===== src/rtl/i2c_sclk_pkg.sv =====
package i2c_sclk_pkg;
  localparam int CDF_W  = 2;
  localparam int SCGD_W = 6;
  localparam int CFG_W  = CDF_W + SCGD_W;

  typedef enum logic {PH_LOW = 1'b0, PH_HIGH = 1'b1} phase_e;

  typedef struct packed {
    logic [SCGD_W-1:0] scgd;
    logic [CDF_W-1:0]  cdf;
  } div_cfg_t;
endpackage


===== src/rtl/sclk_cfg_reg.sv =====
module sclk_cfg_reg
  import i2c_sclk_pkg::*;
(
  input  logic     clk,
  input  logic     rst_n,
  input  logic     wr_en,
  input  div_cfg_t wr_data,
  input  logic     run,
  output div_cfg_t active
);
  div_cfg_t pend_q, pend_d;
  div_cfg_t act_q, act_d;

  always_comb begin
    pend_d = wr_en ? wr_data : pend_q;
    act_d  = run ? act_q : pend_d;
  end

  always_ff @(posedge clk or negedge rst_n) begin
    if (!rst_n) begin
      pend_q <= '0;
      act_q  <= '0;
    end else begin
      pend_q <= pend_d;
      act_q  <= act_d;
    end
  end

  assign active = act_q;

  // the live setting never moves while a transfer runs
  a_r9_hold_in_run: assert property (@(posedge clk) disable iff (!rst_n)
    (run && $past(run)) |-> $stable(act_q));
endmodule


===== src/rtl/sclk_prescale.sv =====
module sclk_prescale #(
  parameter int W = 2
) (
  input  logic         clk,
  input  logic         rst_n,
  input  logic         run,
  input  logic [W-1:0] div_m1,
  output logic         tick
);
  logic [W-1:0] pcnt_q, pcnt_d;
  logic         hit;

  always_comb begin
    hit = run && (pcnt_q == div_m1);
    if (!run)     pcnt_d = '0;
    else if (hit) pcnt_d = '0;
    else          pcnt_d = pcnt_q + W'(1);
  end

  always_ff @(posedge clk or negedge rst_n) begin
    if (!rst_n) pcnt_q <= '0;
    else        pcnt_q <= pcnt_d;
  end

  assign tick = hit;

  a_r1_idle_no_tick: assert property (@(posedge clk) disable iff (!rst_n)
    !run |-> !tick);
  a_r2_tick_gap: assert property (@(posedge clk) disable iff (!rst_n)
    (div_m1 != '0 && $past(tick)) |-> !tick);
endmodule


===== src/rtl/sclk_phase.sv =====
module sclk_phase
  import i2c_sclk_pkg::*;
#(
  parameter int CW = 10
) (
  input  logic          clk,
  input  logic          rst_n,
  input  logic          run,
  input  logic          tick,
  input  logic          scl_in,
  input  logic [CW-1:0] low_len,
  input  logic [CW-1:0] high_len,
  output logic          scl_rise,
  output logic          scl_fall,
  output logic          sda_drive,
  output logic          sda_sample,
  output logic          scl_hi
);
  phase_e        ph_q, ph_d;
  logic [CW-1:0] cnt_q, cnt_d;
  logic          stretch, advance, low_end, high_end;

  always_comb begin
    stretch  = (ph_q == PH_HIGH) && !scl_in;
    advance  = tick && !stretch;
    low_end  = (ph_q == PH_LOW)  && (cnt_q == low_len - CW'(1));
    high_end = (ph_q == PH_HIGH) && (cnt_q == high_len - CW'(1));
    ph_d  = ph_q;
    cnt_d = cnt_q;
    if (!run) begin
      ph_d  = PH_LOW;
      cnt_d = '0;
    end else if (advance) begin
      if (low_end) begin
        ph_d  = PH_HIGH;
        cnt_d = '0;
      end else if (high_end) begin
        ph_d  = PH_LOW;
        cnt_d = '0;
      end else begin
        cnt_d = cnt_q + CW'(1);
      end
    end
  end

  always_ff @(posedge clk or negedge rst_n) begin
    if (!rst_n) begin
      ph_q  <= PH_LOW;
      cnt_q <= '0;
    end else begin
      ph_q  <= ph_d;
      cnt_q <= cnt_d;
    end
  end

  assign scl_rise   = advance && low_end;
  assign scl_fall   = advance && high_end;
  assign sda_drive  = advance && (ph_q == PH_LOW)  && (cnt_q == (low_len >> 1));
  assign sda_sample = advance && (ph_q == PH_HIGH) && (cnt_q == (high_len >> 1));
  assign scl_hi     = !run || (ph_q == PH_HIGH);

  a_r4_no_overflow: assert property (@(posedge clk) disable iff (!rst_n)
    (run && ph_q == PH_LOW) |-> (cnt_q < low_len));
  a_r4_edges_apart: assert property (@(posedge clk) disable iff (!rst_n)
    $onehot0({scl_rise, scl_fall}));
  a_r7_stretch_hold: assert property (@(posedge clk) disable iff (!rst_n)
    (run && tick && ph_q == PH_HIGH && !scl_in) |=> (!run || $stable(cnt_q)));
  a_r10_strobe_on_tick: assert property (@(posedge clk) disable iff (!rst_n)
    (scl_rise || scl_fall || sda_drive || sda_sample) |-> tick);
endmodule


===== src/rtl/i2c_sclk_div.sv =====
module i2c_sclk_div
  import i2c_sclk_pkg::*;
#(
  parameter int PERIOD_BASE = 20,
  parameter int PERIOD_STEP = 8
) (
  input  logic             clk,
  input  logic             rst_n,
  input  logic             cfg_we,
  input  logic [CFG_W-1:0] cfg_wdata,
  input  logic             run,
  input  logic             scl_in,
  output logic             tick,
  output logic             scl_rise,
  output logic             scl_fall,
  output logic             sda_drive,
  output logic             sda_sample,
  output logic             scl_hi
);
  localparam int MAX_PERIOD = PERIOD_BASE + PERIOD_STEP * ((1 << SCGD_W) - 1);
  localparam int PW         = $clog2(MAX_PERIOD + 2);

  logic [1:0] rst_sync_q;
  logic       rst_n_s;

  always_ff @(posedge clk or negedge rst_n) begin
    if (!rst_n) rst_sync_q <= '0;
    else        rst_sync_q <= {rst_sync_q[0], 1'b1};
  end
  assign rst_n_s = rst_sync_q[1];

  div_cfg_t       cfg_live;
  logic [PW-1:0]  period, low_len, high_len;

  sclk_cfg_reg u_cfg (
    .clk     (clk),
    .rst_n   (rst_n_s),
    .wr_en   (cfg_we),
    .wr_data (div_cfg_t'(cfg_wdata)),
    .run     (run),
    .active  (cfg_live)
  );

  always_comb begin
    period   = PW'(PERIOD_BASE) + PW'(PERIOD_STEP) * PW'(cfg_live.scgd);
    low_len  = (period + PW'(1)) >> 1;
    high_len = period >> 1;
  end

  sclk_prescale #(.W(CDF_W)) u_pre (
    .clk    (clk),
    .rst_n  (rst_n_s),
    .run    (run),
    .div_m1 (cfg_live.cdf),
    .tick   (tick)
  );

  sclk_phase #(.CW(PW)) u_phase (
    .clk        (clk),
    .rst_n      (rst_n_s),
    .run        (run),
    .tick       (tick),
    .scl_in     (scl_in),
    .low_len    (low_len),
    .high_len   (high_len),
    .scl_rise   (scl_rise),
    .scl_fall   (scl_fall),
    .sda_drive  (sda_drive),
    .sda_sample (sda_sample),
    .scl_hi     (scl_hi)
  );
endmodule


===== config.mk =====
export PLATFORM = sky130hd
export DESIGN_NAME = i2c_sclk_div
export DESIGN_NICKNAME = d
export VERILOG_FILES = /design/src/rtl/i2c_sclk_pkg.sv /design/src/rtl/sclk_cfg_reg.sv /design/src/rtl/sclk_prescale.sv /design/src/rtl/sclk_phase.sv /design/src/rtl/i2c_sclk_div.sv
export SDC_FILE = /design/constraint.sdc
export NUM_CORES = 1
export LEC_CHECK = 0
export BUFFER_PORTS_ARGS = -buffer_cell sky130_fd_sc_hd__buf_2
export CAP_MARGIN = 20
export CORE_UTILIZATION = 35
export CTS_CLUSTER_SIZE = 20
export DETAILED_ROUTE_END_ITERATION = 12
export HOLD_SLACK_MARGIN = 0.12
export SYNTH_ARGS = -nofsm -noshare
export SYNTH_HDL_FRONTEND = slang
export SYNTH_SLANG_ARGS = --single-unit
export TNS_END_PERCENT = 30

===== constraint.sdc =====
create_clock -name clk -period 1.93 [get_ports clk]
set_input_delay 0.193 -clock clk [delete_from_list [all_inputs] [get_ports clk]]
set_output_delay 0.193 -clock clk [all_outputs]
set_load 0.01 [all_outputs]

==> metrics.csv, run 1 <==
stage,metric,value,unit
sta,post-route minimum period,2.33,ns
hold_path,Worst Hold Class,in -> reg,
pwr,Pwr Total,0.00173,W
clock_network,CTS tree,yes,
hold_path,Hold Path Stages,2,
setup_path,slowest CP cell,dfrtp_1,
setup_path,Buffers & Inverters on Critical Path,2,
sta,Fin Clk Skew,0.00438,ns
setup_path,R2R setup slack,-0.20,ns
synthesis,Async SR Flop Fraction,100,%
hold_path,Hold Crit Start,cfg_wdata[1],
die,Die H,71.3,um
sta,Max Clock Freq,0.429,GHz
synthesis,cell taking the most area after synthesis,dfrtp_1,
clock_network,CTS sink count,31,
outcome,status,"finished, violations left",
route,vias per inst,5.32,
synthesis,"FF+latch count, synth",31,
setup_path,"delay-heaviest family, CP",simple AND/OR/NAND/NOR gates,
setup_path,max incr delay on CP,0.41,ns
place,DP HPWL,2.45,mm
clock_network,total CTS buffers,5,
sta,Hold Fails Final Rpt,0,
die,Initial Utilization,37.6,%
global_routing,number of global-route vias before repair,1320,
synthesis,"Top FF cell, synth",dfrtp_1,
die,chip width,71.3,um
pwr,Leak,0.940,nW
setup_path,reg2reg path depth,9,
die,# rows,24,
global_routing,global-route wire length before repair,6.07,mm
sta,Max Slew Vio Count,0,
cells_and_area,share of cells above drive strength 1,39.8,%
cells_and_area,ANT cells,0,
sta,Worst Slack Setup Final,-0.402,ns
global_routing,GR Util All Layers,15.3,%
global_routing,global route overflow,0,
outcome,failing checks,setup timing,
cells_and_area,P&R area growth vs syn,25.6,%
clock_network,H-tree depth,2,
route,Detailed Route WL,3.42,mm
clock_network,clk buf depth,2,
cells_and_area,Layout fillers,403,
route,post-route ant nets,0,
die,area of the die,5080,um^2
pwr,pwr dens,818,nW/um^2
cells_and_area,"commonest non-fill, non-tap cell in the layout",dfrtp_1,
synthesis,top-area cell type share of the netlist area,46.2,%
place,Placed Instance Area,1910,um^2
synthesis,Mapped Nets,173,
setup_path,Reg-to-Reg Start,u_cfg.active[4],
route,DR WL/cell,14.1,um
setup_path,Crit path required time,1.74,ns
place,Port Buffer Count,18,
synthesis,"Seq/Total Area, Yosys",46.2,%
route,drt first pass iters,4,
setup_path,crit end category,primary output,
cells_and_area,nets,206,
clock_network,Worst-path clk slew,0.07,ns
setup_path,Setup crit start kind,flip-flop,
setup_path,RR Endpoint,u_phase.cnt_q[8],
cells_and_area,Multi-input gate area,928,um^2
sta,final setup violation count,14,
global_routing,largest net degree at the start of global routing,30,
synthesis,Area contributors post-synth,"dfrtp_1 46%, mux2_2 11%, xnor2_1 6.3%",
synthesis,Post-synth EDFFs,0,
die,core box area,4470,um^2
job,Max Cap Viol,0,
cells_and_area,FF+latch area,777,um^2
sta,RSZ-0062 raised after global routing,true,
synthesis,Netlist Area Pre-Place,1680,um^2
setup_path,crit-path max FO,3,
place,GPL Wtd Cong,0.880,
cells_and_area,most frequent cells in the layout,"30 x dfrtp_1, 16 x mux2_2, 16 x buf_2, 12 x nand2_1, 12 x buf_4",
setup_path,crit-path cells,ha_4 > xor2_1 > nor4_2 > nand3_1 > a211oi_2 > buf_6 > nand2_4 > nor2_2 > buf_2,
route,via count,1293,
setup_path,Setup CP Type,reg -> out,
cells_and_area,Final Cell Area,2110,um^2
hold_path,WHS Endpoint,u_cfg.pend_q[1],
clock_network,Worst-Skew Late Latency,0.28,ns
synthesis,Post-Syn Instances,157,
clock_network,root buffer cell,clkbuf_8,
synthesis,Netlist cell types,36,
route,residual DRC count,0,
global_routing,initial antenna violation count,0,
synthesis,mean post-synth cell area,10.7,um^2
sta,part of the cycle the worst path needs,121,%
die,num ports,19,
synthesis,number of warnings issued by yosys,0,
pwr,VDD IR-drop max,0.420,mV
route,Detailed Route Iter0 Violations,66,
setup_path,"Arr. time, crit path",2.14,ns
-- per-layer routing --
metal	track usage, %	up-vias	part of all wire [%]
li1	-	618	-
met1	19.0	635	42
met2	26.1	34	52
met3	4.50	6	5.1
met4	4.00	0	0.91
met5	0	-	0
-- synth_stat cells, drive strengths merged, types with 2 or more instances --
master and count:
dfrtp 31, mux2 16, nand2 13, xnor2 12
nand3 11, nor2 11, xor2 6, buf 5
o31ai 5, a22o 4, and3 4, inv 4
a21o 3, clkbuf 3, ha 3, nor2b 3
or3 3, a211oi 2, a21boi 2, nor3 2
nor4b 2, o21ai 2
-- sequential cells by signal, indices dropped and copies added (netlist names) --
name / flops
u_pre.pcnt_q: 2
u_phase.ph_q: 1
u_cfg.pend_q: 8
u_phase.cnt_q: 10
u_cfg.active: 8
rst_sync_q: 2
-- per-stage QoR --
stage               setup WS (ns)  util [%]  hold slack [ns]  setup TNS (ns)  instances
floorplan                  0.0374         -           -0.103               0        157
global placement          -0.0754      42.7          -0.0211          -0.301        230
CTS                        -0.395      46.8            0.156           -1.58        242
finish                     -0.402      47.2            0.162           -2.71        243
global route               -0.513      47.2            0.155           -4.39        243
detailed placement         -0.129      42.7          -0.0185          -0.805        230
-- worst max path at each step --
stage                    start   endpoint  slack [ns]  depth (start not counted)
6_report       u_cfg.active[4]   scl_rise       -0.40                          9
5_1_grt        u_cfg.active[4]   scl_fall       -0.51                          9
4_1_cts        u_cfg.active[3]  sda_drive       -0.40                          8
3_5_place_dp   u_cfg.active[4]  sda_drive       -0.13                          8
3_3_place_gp   u_cfg.active[4]  sda_drive       -0.08                          8
2_1_floorplan  u_cfg.active[3]  sda_drive        0.04                          7
-- final cells by class --
| type | instances | area share (%) |
|---|---|---|
| clock buffer | 6 | 3.44 |
| timing repair buffer | 34 | 11.4 |
| multi-input combinational | 114 | 44.0 |
| inverter | 4 | 0.711 |
| tap | 52 | 3.08 |
| clock inverter | 2 | 0.593 |
| sequential | 31 | 36.8 |
-- logic make-up (layout without fill, tap and decap cells) --
logic type	after synthesis	count (layout)	share of synthesized area, %
buffers and inverters	12	46	3.57
DFF	31	31	46.2
other	1	1	0.223
xor gates and xnor gates	18	18	9.38
AOI/OAI and AO/OA	21	21	10.3
and+or+nand+nor	55	55	17.3
adders and majority gates	3	3	2.23
muxes	16	16	10.7
-- where the power goes --
part / total [W] / internal [W] / switching, W
combinational: 0.000457 / 0.000235 / 0.000222
sequential: 0.000773 / 0.000718 / 0.0000552
clock: 0.000496 / 0.000252 / 0.000244
-- repair_timing --
item,in CTS,in global routing
setup endpoints to repair,10,14
resized for setup,12,2
hold buffers,1,0
pin swaps,2,5
endpoints found under the hold margin,2,0
setup buffers,3,1
(Power assumes the default switching activity.)
==> run 2: changes to the inputs <==
--- a/config.mk
+++ b/config.mk
@@ -7,6 +7,7 @@
 export LEC_CHECK = 0
 export BUFFER_PORTS_ARGS = -buffer_cell sky130_fd_sc_hd__buf_2
 export CAP_MARGIN = 20
+export CORE_MARGIN = 2
 export CORE_UTILIZATION = 35
 export CTS_CLUSTER_SIZE = 20
 export DETAILED_ROUTE_END_ITERATION = 12
==> metrics.csv, run 2 (synthesis results as in run 1) <==
stage,metric,value,unit,change
cells_and_area,P&R area growth vs syn,23.8,%,
clock_network,Worst-Skew Late Latency,0.29,ns,about the same
sta,post-route minimum period,2.36,ns,+0.0329 ns
sta,Worst Slack Setup Final,-0.435,ns,-0.0329 ns
die,Initial Utilization,36.1,%,-1.5 points
sta,Max Clock Freq,0.423,GHz,-1.4%
setup_path,crit end category,primary output,,
cells_and_area,nets,204,,-0.97%
place,Port Buffer Count,18,,unchanged
die,Die H,73.3,um,+2.8%
die,# rows,25,,+4.2%
place,DP HPWL,2.63,mm,+7.2%
sta,Fin Clk Skew,0.00716,ns,+0.00278 ns
global_routing,met2 usage,25.2,%,-0.91 points
route,Detailed Route WL,3.62,mm,+5.7%
route,residual DRC count,0,,unchanged
die,core box area,4660,um^2,+4.2%
setup_path,crit-path max FO,4,,+1
sta,Hold Fails Final Rpt,0,,unchanged
cells_and_area,fin cells,243,,unchanged
hold_path,Hold Path Stages,2,,unchanged
job,Max Cap Viol,0,,unchanged
setup_path,"Top cell by count, worst path",xor2_1,,
setup_path,slowest CP cell,or4_4,,
setup_path,"delay-heaviest family, CP",simple AND/OR/NAND/NOR gates,,
setup_path,Crit path required time,1.74,ns,about the same
route,DR WL/cell,14.9,um,+5.7%
cells_and_area,ANT cells,0,,unchanged
outcome,failing checks,setup timing,,
global_routing,number of global-route vias before repair,1347,,+2.0%
sta,part of the cycle the worst path needs,123,%,+1.7 points
route,Detailed Route Iter0 Violations,35,,-47%
die,num ports,19,,unchanged
setup_path,Setup crit start kind,flip-flop,,
global_routing,global route overflow,0,,unchanged
setup_path,Buffers & Inverters on Critical Path,1,,-1
setup_path,crit-path cells,ha_4 > xor2_1 > xor2_1 > nor2_1 > nand4_1 > or4_4 > nor2_4 > buf_6,,
place,Placed Cells,233,,+1.3%
pwr,Leak,0.936,nW,-0.32%
clock_network,CTS tree,yes,,
sta,Max Slew Vio Count,0,,unchanged
global_routing,GR peak layer,met2,,
route,post-route ant nets,0,,unchanged
cells_and_area,share of cells above drive strength 1,37.0,%,-2.8 points
clock_network,total CTS buffers,5,,unchanged
setup_path,max incr delay on CP,0.47,ns,+0.06 ns
global_routing,global-route wire length before repair,6.16,mm,+1.6%
global_routing,initial antenna violation count,0,,unchanged
setup_path,reg2reg path depth,10,,+1
place,GPL Wtd Cong,0.884,,+0.51%
clock_network,root buffer cell,clkbuf_8,,
route,drt first pass iters,4,,unchanged
setup_path,"Arr. time, crit path",2.17,ns,+0.03 ns
global_routing,GR met3 Demand/Resource,3.84,%,-0.66 points
sta,RSZ-0062 raised after global routing,true,,
cells_and_area,"commonest non-fill, non-tap cell in the layout",dfrtp_1,,
clock_network,CTS sink count,31,,unchanged
route,via count,1279,,-1.1%
sta,final setup violation count,13,,-1
setup_path,Crit path depth,8,,-1
cells_and_area,Biggest register,u_phase.cnt_q,,
cells_and_area,Largest register FFs,10,,unchanged
clock_network,Worst-path clk slew,0.07,ns,about the same
die,chip width,73.3,um,+2.8%
clock_network,clk buf depth,2,,unchanged
global_routing,GR Util All Layers,15.2,%,-0.11 points
pwr,pwr dens,891,nW/um^2,+9.0%
cells_and_area,Util after Layout,44.6,%,-2.6 points
clock_network,H-tree depth,2,,unchanged
die,area of the die,5370,um^2,+5.7%
setup_path,Setup CP Type,reg -> out,,
route,vias per inst,5.26,,-1.1%
pwr,VDD IR-drop max,0.635,mV,+51%
hold_path,Worst Hold Class,in -> reg,,
global_routing,met1 usage,18.9,%,-0.12 points
cells_and_area,most frequent cells in the layout,"29 x dfrtp_1, 16 x mux2_2, 16 x buf_2, 13 x buf_4",,
outcome,status,"finished, violations left",,
global_routing,largest net degree at the start of global routing,30,,unchanged
run 2: stage by stage:
step	cell area [um^2]	setup slack, ns	setup TNS (ns)	power (W)	hold WS (ns)
after floorplan	1720	0.0374	0	0.00107	-0.103
after global placement	1920	-0.0583	-0.306	0.00118	-0.0220
after detailed placement	1920	-0.106	-0.625	0.00120	-0.0198
after CTS	2080	-0.433	-2.72	0.00187	0.143
after global routing	2080	-0.525	-4.25	0.00195	0.155
final	2080	-0.435	-2.74	0.00185	0.151
run 2: final timing paths:
check / start / end / slack (ns)
min in group asynchronous: rst_n / rst_sync_q[1] / 0.22
worst min register to register: rst_sync_q[1] / u_cfg.pend_q[1] / 0.25
worst min-delay path: cfg_wdata[7] / u_cfg.pend_q[7] / 0.15
worst max register to register: u_cfg.active[4] / u_phase.cnt_q[8] / -0.19
worst max-delay path: u_cfg.active[4] / sda_drive / -0.43
max in group asynchronous: rst_sync_q[1] / u_cfg.active[3] / 1.40
run 2: power by group:
group	total, W	switching (W)	leakage (nW)	internal (W)
clock	0.000646	0.000262	0.0581	0.000384
combinational	0.000433	0.000218	0.492	0.000216
sequential	0.000773	0.0000550	0.387	0.000718
total	0.00185	0.000535	0.936	0.00132
run 2: final cells by class:
| cell class | count | area (um^2) |
|---|---|---|
| timing repair buffer | 32 | 210 |
| inverter | 4 | 15.0 |
| fill | 447 | 2580 |
| clock buffer | 5 | 68.8 |
| tap | 54 | 67.6 |
| sequential | 31 | 778 |
| clock inverter | 3 | 43.8 |
| multi-input combinational | 114 | 896 |
run 2: repair_timing:
action / 4_1_cts / 5_1_grt
resized for setup: 4 / 1
hold buffers: 1 / 0
setup buffers: 1 / 0
setup endpoints to repair: 11 / 14
hold endpoints to repair: 2 / 0
run 2: per-layer routing:
metal | vias to the layer above | part of all wire (%) | wire, um
met5 | - | 0 | 0
met4 | 0 | 1.5 | 55
met3 | 7 | 3.1 | 111
met2 | 20 | 51 | 1860
met1 | 644 | 44 | 1590
li1 | 608 | - | -
==> run 3: changes to the inputs <==
--- a/config.mk
+++ b/config.mk
@@ -12,6 +12,7 @@
 export CTS_CLUSTER_SIZE = 20
 export DETAILED_ROUTE_END_ITERATION = 12
 export HOLD_SLACK_MARGIN = 0.12
+export PLACE_DENSITY_LB_ADDON = 0.3
 export SYNTH_ARGS = -nofsm -noshare
 export SYNTH_HDL_FRONTEND = slang
 export SYNTH_SLANG_ARGS = --single-unit
==> metrics.csv, run 3 (synthesis results as in run 1) <==
stage,metric,value,unit,change
route,drt first pass iters,4,,unchanged
setup_path,R2R setup slack,-0.29,ns,-0.10 ns
clock_network,total CTS buffers,5,,unchanged
global_routing,global route overflow,0,,unchanged
place,GPL Wtd Cong,0.861,,-2.6%
cells_and_area,Final Cell Area,2130,um^2,+2.5%
setup_path,crit end category,primary output,,
hold_path,Worst Hold Class,in -> reg,,
pwr,VDD IR-drop max,0.464,mV,-27%
setup_path,Crit path depth,8,,unchanged
route,via count,1298,,+1.5%
clock_network,Worst-Skew Late Latency,0.28,ns,about the same
global_routing,number of global-route vias before repair,1317,,-2.2%
pwr,switching share of power,30.2,%,+1.3 points
cells_and_area,"commonest non-fill, non-tap cell in the layout",dfrtp_1,,
route,top sig layer,met4,,
pwr,Gate power share,26.6,%,+3.2 points
die,Die H,73.3,um,unchanged
cells_and_area,share of cells above drive strength 1,42.0,%,+4.9 points
clock_network,CTS tree,yes,,
setup_path,crit-path max FO,4,,unchanged
sta,final setup violation count,14,,+1
route,DR WL/cell,14.5,um,-2.3%
cells_and_area,P&R area growth vs syn,26.8,%,
place,Port Buffer Count,18,,unchanged
global_routing,largest net degree at the start of global routing,30,,unchanged
route,vias per inst,5.26,,-0.16%
sta,RSZ-0062 raised after global routing,true,,
die,# rows,25,,unchanged
die,area of the die,5370,um^2,unchanged
cells_and_area,ANT cells,0,,unchanged
setup_path,Buffers & Inverters on Critical Path,1,,unchanged
setup_path,Setup CP Type,reg -> out,,
setup_path,Crit path required time,1.74,ns,about the same
die,Initial Utilization,36.1,%,unchanged
cells_and_area,Largest register FFs,10,,unchanged
sta,post-route minimum period,2.32,ns,-0.0490 ns
cells_and_area,nets,208,,+2.0%
pwr,power share of the clock group,28.3,%,-6.6 points
setup_path,max incr delay on CP,0.48,ns,about the same
route,Detailed Route WL,3.59,mm,-0.72%
route,DR WL met2,1.88,mm,+1.2%
cells_and_area,Biggest register,u_phase.cnt_q,,
job,Max Cap Viol,0,,unchanged
sta,Setup TNS,-3.50,ns,-0.758 ns
clock_network,Worst-path clk slew,0.06,ns,about the same
route,WL met1,1.55,mm,-2.6%
pwr,pwr dens,809,nW/um^2,-9.2%
clock_network,CTS sink count,31,,unchanged
route,metal3 WL,113,um,+1.8%
pwr,register share of total power,45.0,%,+3.3 points
outcome,failing checks,setup timing,,
global_routing,initial antenna violation count,0,,unchanged
route,Detailed Route Iter0 Violations,79,,+130%
hold_path,Hold Crit Start,cfg_wdata[5],,
sta,Max Clock Freq,0.432,GHz,+2.1%
pwr,Leak,0.962,nW,+2.8%
global_routing,global-route wire length before repair,5.80,mm,-5.8%
sta,Max Slew Vio Count,0,,unchanged
sta,Worst Slack Setup Final,-0.386,ns,+0.0490 ns
die,num ports,19,,unchanged
pwr,Psw,0.000520,W,-2.7%
place,Placed Instance Area,1920,um^2,unchanged
route,post-route ant nets,0,,unchanged
cells_and_area,most frequent cells in the layout,"30 x dfrtp_1, 16 x mux2_2, 16 x buf_2, 16 x buf_4, 12 x nand2_1",,
sta,Fin Clk Skew,0.00739,ns,+0.000227 ns
global_routing,GR Util All Layers,14.3,%,-0.89 points
setup_path,"Arr. time, crit path",2.12,ns,-0.05 ns
setup_path,RR Endpoint,u_phase.cnt_q[3],,
pwr,internal power,0.00120,W,-8.7%
clock_network,clk buf depth,2,,unchanged
outcome,status,"finished, violations left",,
clock_network,root buffer cell,clkbuf_8,,
setup_path,Reg-to-Reg Start,u_cfg.active[4],,
route,residual DRC count,0,,unchanged
place,DP HPWL,2.61,mm,-0.71%
setup_path,reg2reg path depth,11,,+1
setup_path,crit path to,sda_sample,,
die,chip width,73.3,um,unchanged
setup_path,slowest CP cell,or4_4,,
cells_and_area,Layout fillers,447,,unchanged
clock_network,H-tree depth,2,,unchanged
sta,Hold Fails Final Rpt,0,,unchanged
setup_path,"delay-heaviest family, CP",simple AND/OR/NAND/NOR gates,,
setup_path,crit-path cells,ha_4 > xor2_2 > xor2_1 > nor2_1 > nand4_1 > or4_4 > nor2_4 > buf_6,,
die,core box area,4660,um^2,unchanged
setup_path,source of the critical timing path,u_cfg.active[3],,
sta,part of the cycle the worst path needs,120,%,-2.5 points
setup_path,Setup crit start kind,flip-flop,,
[run 3: changes by cell type in the layout (fill, tap and decap cells not counted), moves of 2 or more]
cell / delta
o31ai_2: +2
xnor2_1: -2
buf_4: +3
o31ai_1: -2
xnor2_2: +2
[run 3: power groups by stage]
stage	logic, W	registers (W)	clock network, W
2_1_floorplan	0.000282	0.000786	0
6_report	0.000459	0.000776	0.000488
5_1_grt	0.000506	0.000785	0.000531
3_3_place_gp	0.000398	0.000778	0
3_5_place_dp	0.000415	0.000785	0
4_1_cts	0.000447	0.000773	0.000509
[run 3: stage by stage]
step           worst slack [ns]  hold WS [ns]  util [%]  std cells  power, W
2_1_floorplan            0.0374        -0.103         -        157   0.00107
3_3_place_gp            -0.0589       -0.0215      41.2        233   0.00118
3_5_place_dp             -0.157       -0.0191      41.2        233   0.00120
4_1_cts                  -0.412         0.151      44.7        245   0.00173
5_1_grt                  -0.472         0.162      45.7        247   0.00182
6_report                 -0.386         0.160      45.7        247   0.00172
[run 3: layout make-up]
cell class	instances	area [um^2]	area share, %
inverters	4	15.0	0.705
flip-flops and latches	31	777	36.5
multi-input cells	114	942	44.2
clock buffers	6	72.6	3.41
well taps	54	67.6	3.17
repair buffers	36	244	11.5
clock inverters	2	12.5	0.587
[run 3: worst register-to-register path, stage by stage (launching register included)]
cell	delay, ns
dfrtp_1	0.42
buf_4	0.15
and4_2	0.25
and3_1	0.19
a211oi_2	0.19
a211oi_2	0.11
buf_4	0.14
buf_4	0.12
buf_6	0.13
buf_4	0.15
a21o_1	0.15
a21boi_1	0.15
[run 3: worst min path at each step]
stage                      end  slack [ns]  cells past startpoint
2_1_floorplan    rst_sync_q[0]       -0.10                      0
5_1_grt        u_cfg.pend_q[2]        0.16                      2
4_1_cts        u_cfg.pend_q[5]        0.15                      2
3_3_place_gp     rst_sync_q[0]       -0.02                      1
6_report       u_cfg.pend_q[5]        0.16                      2
3_5_place_dp     rst_sync_q[1]       -0.02                      1
[run 3: what timing repair did]
action                                  4_1_cts  5_1_grt
hold buffers                                  1        0
endpoints found under the setup margin       13       14
pin swaps                                     4        5
buffers inserted                              3        2
endpoints found under the hold margin         2        0
gates resized for setup                       8        6
[run 3: routing by layer]
metal | vias to the layer above | GRT usage (%)
met3 | 6 | 3.84
met2 | 17 | 24.3
met5 | - | 0
li1 | 622 | -
met1 | 653 | 17.2
met4 | 0 | 5.86
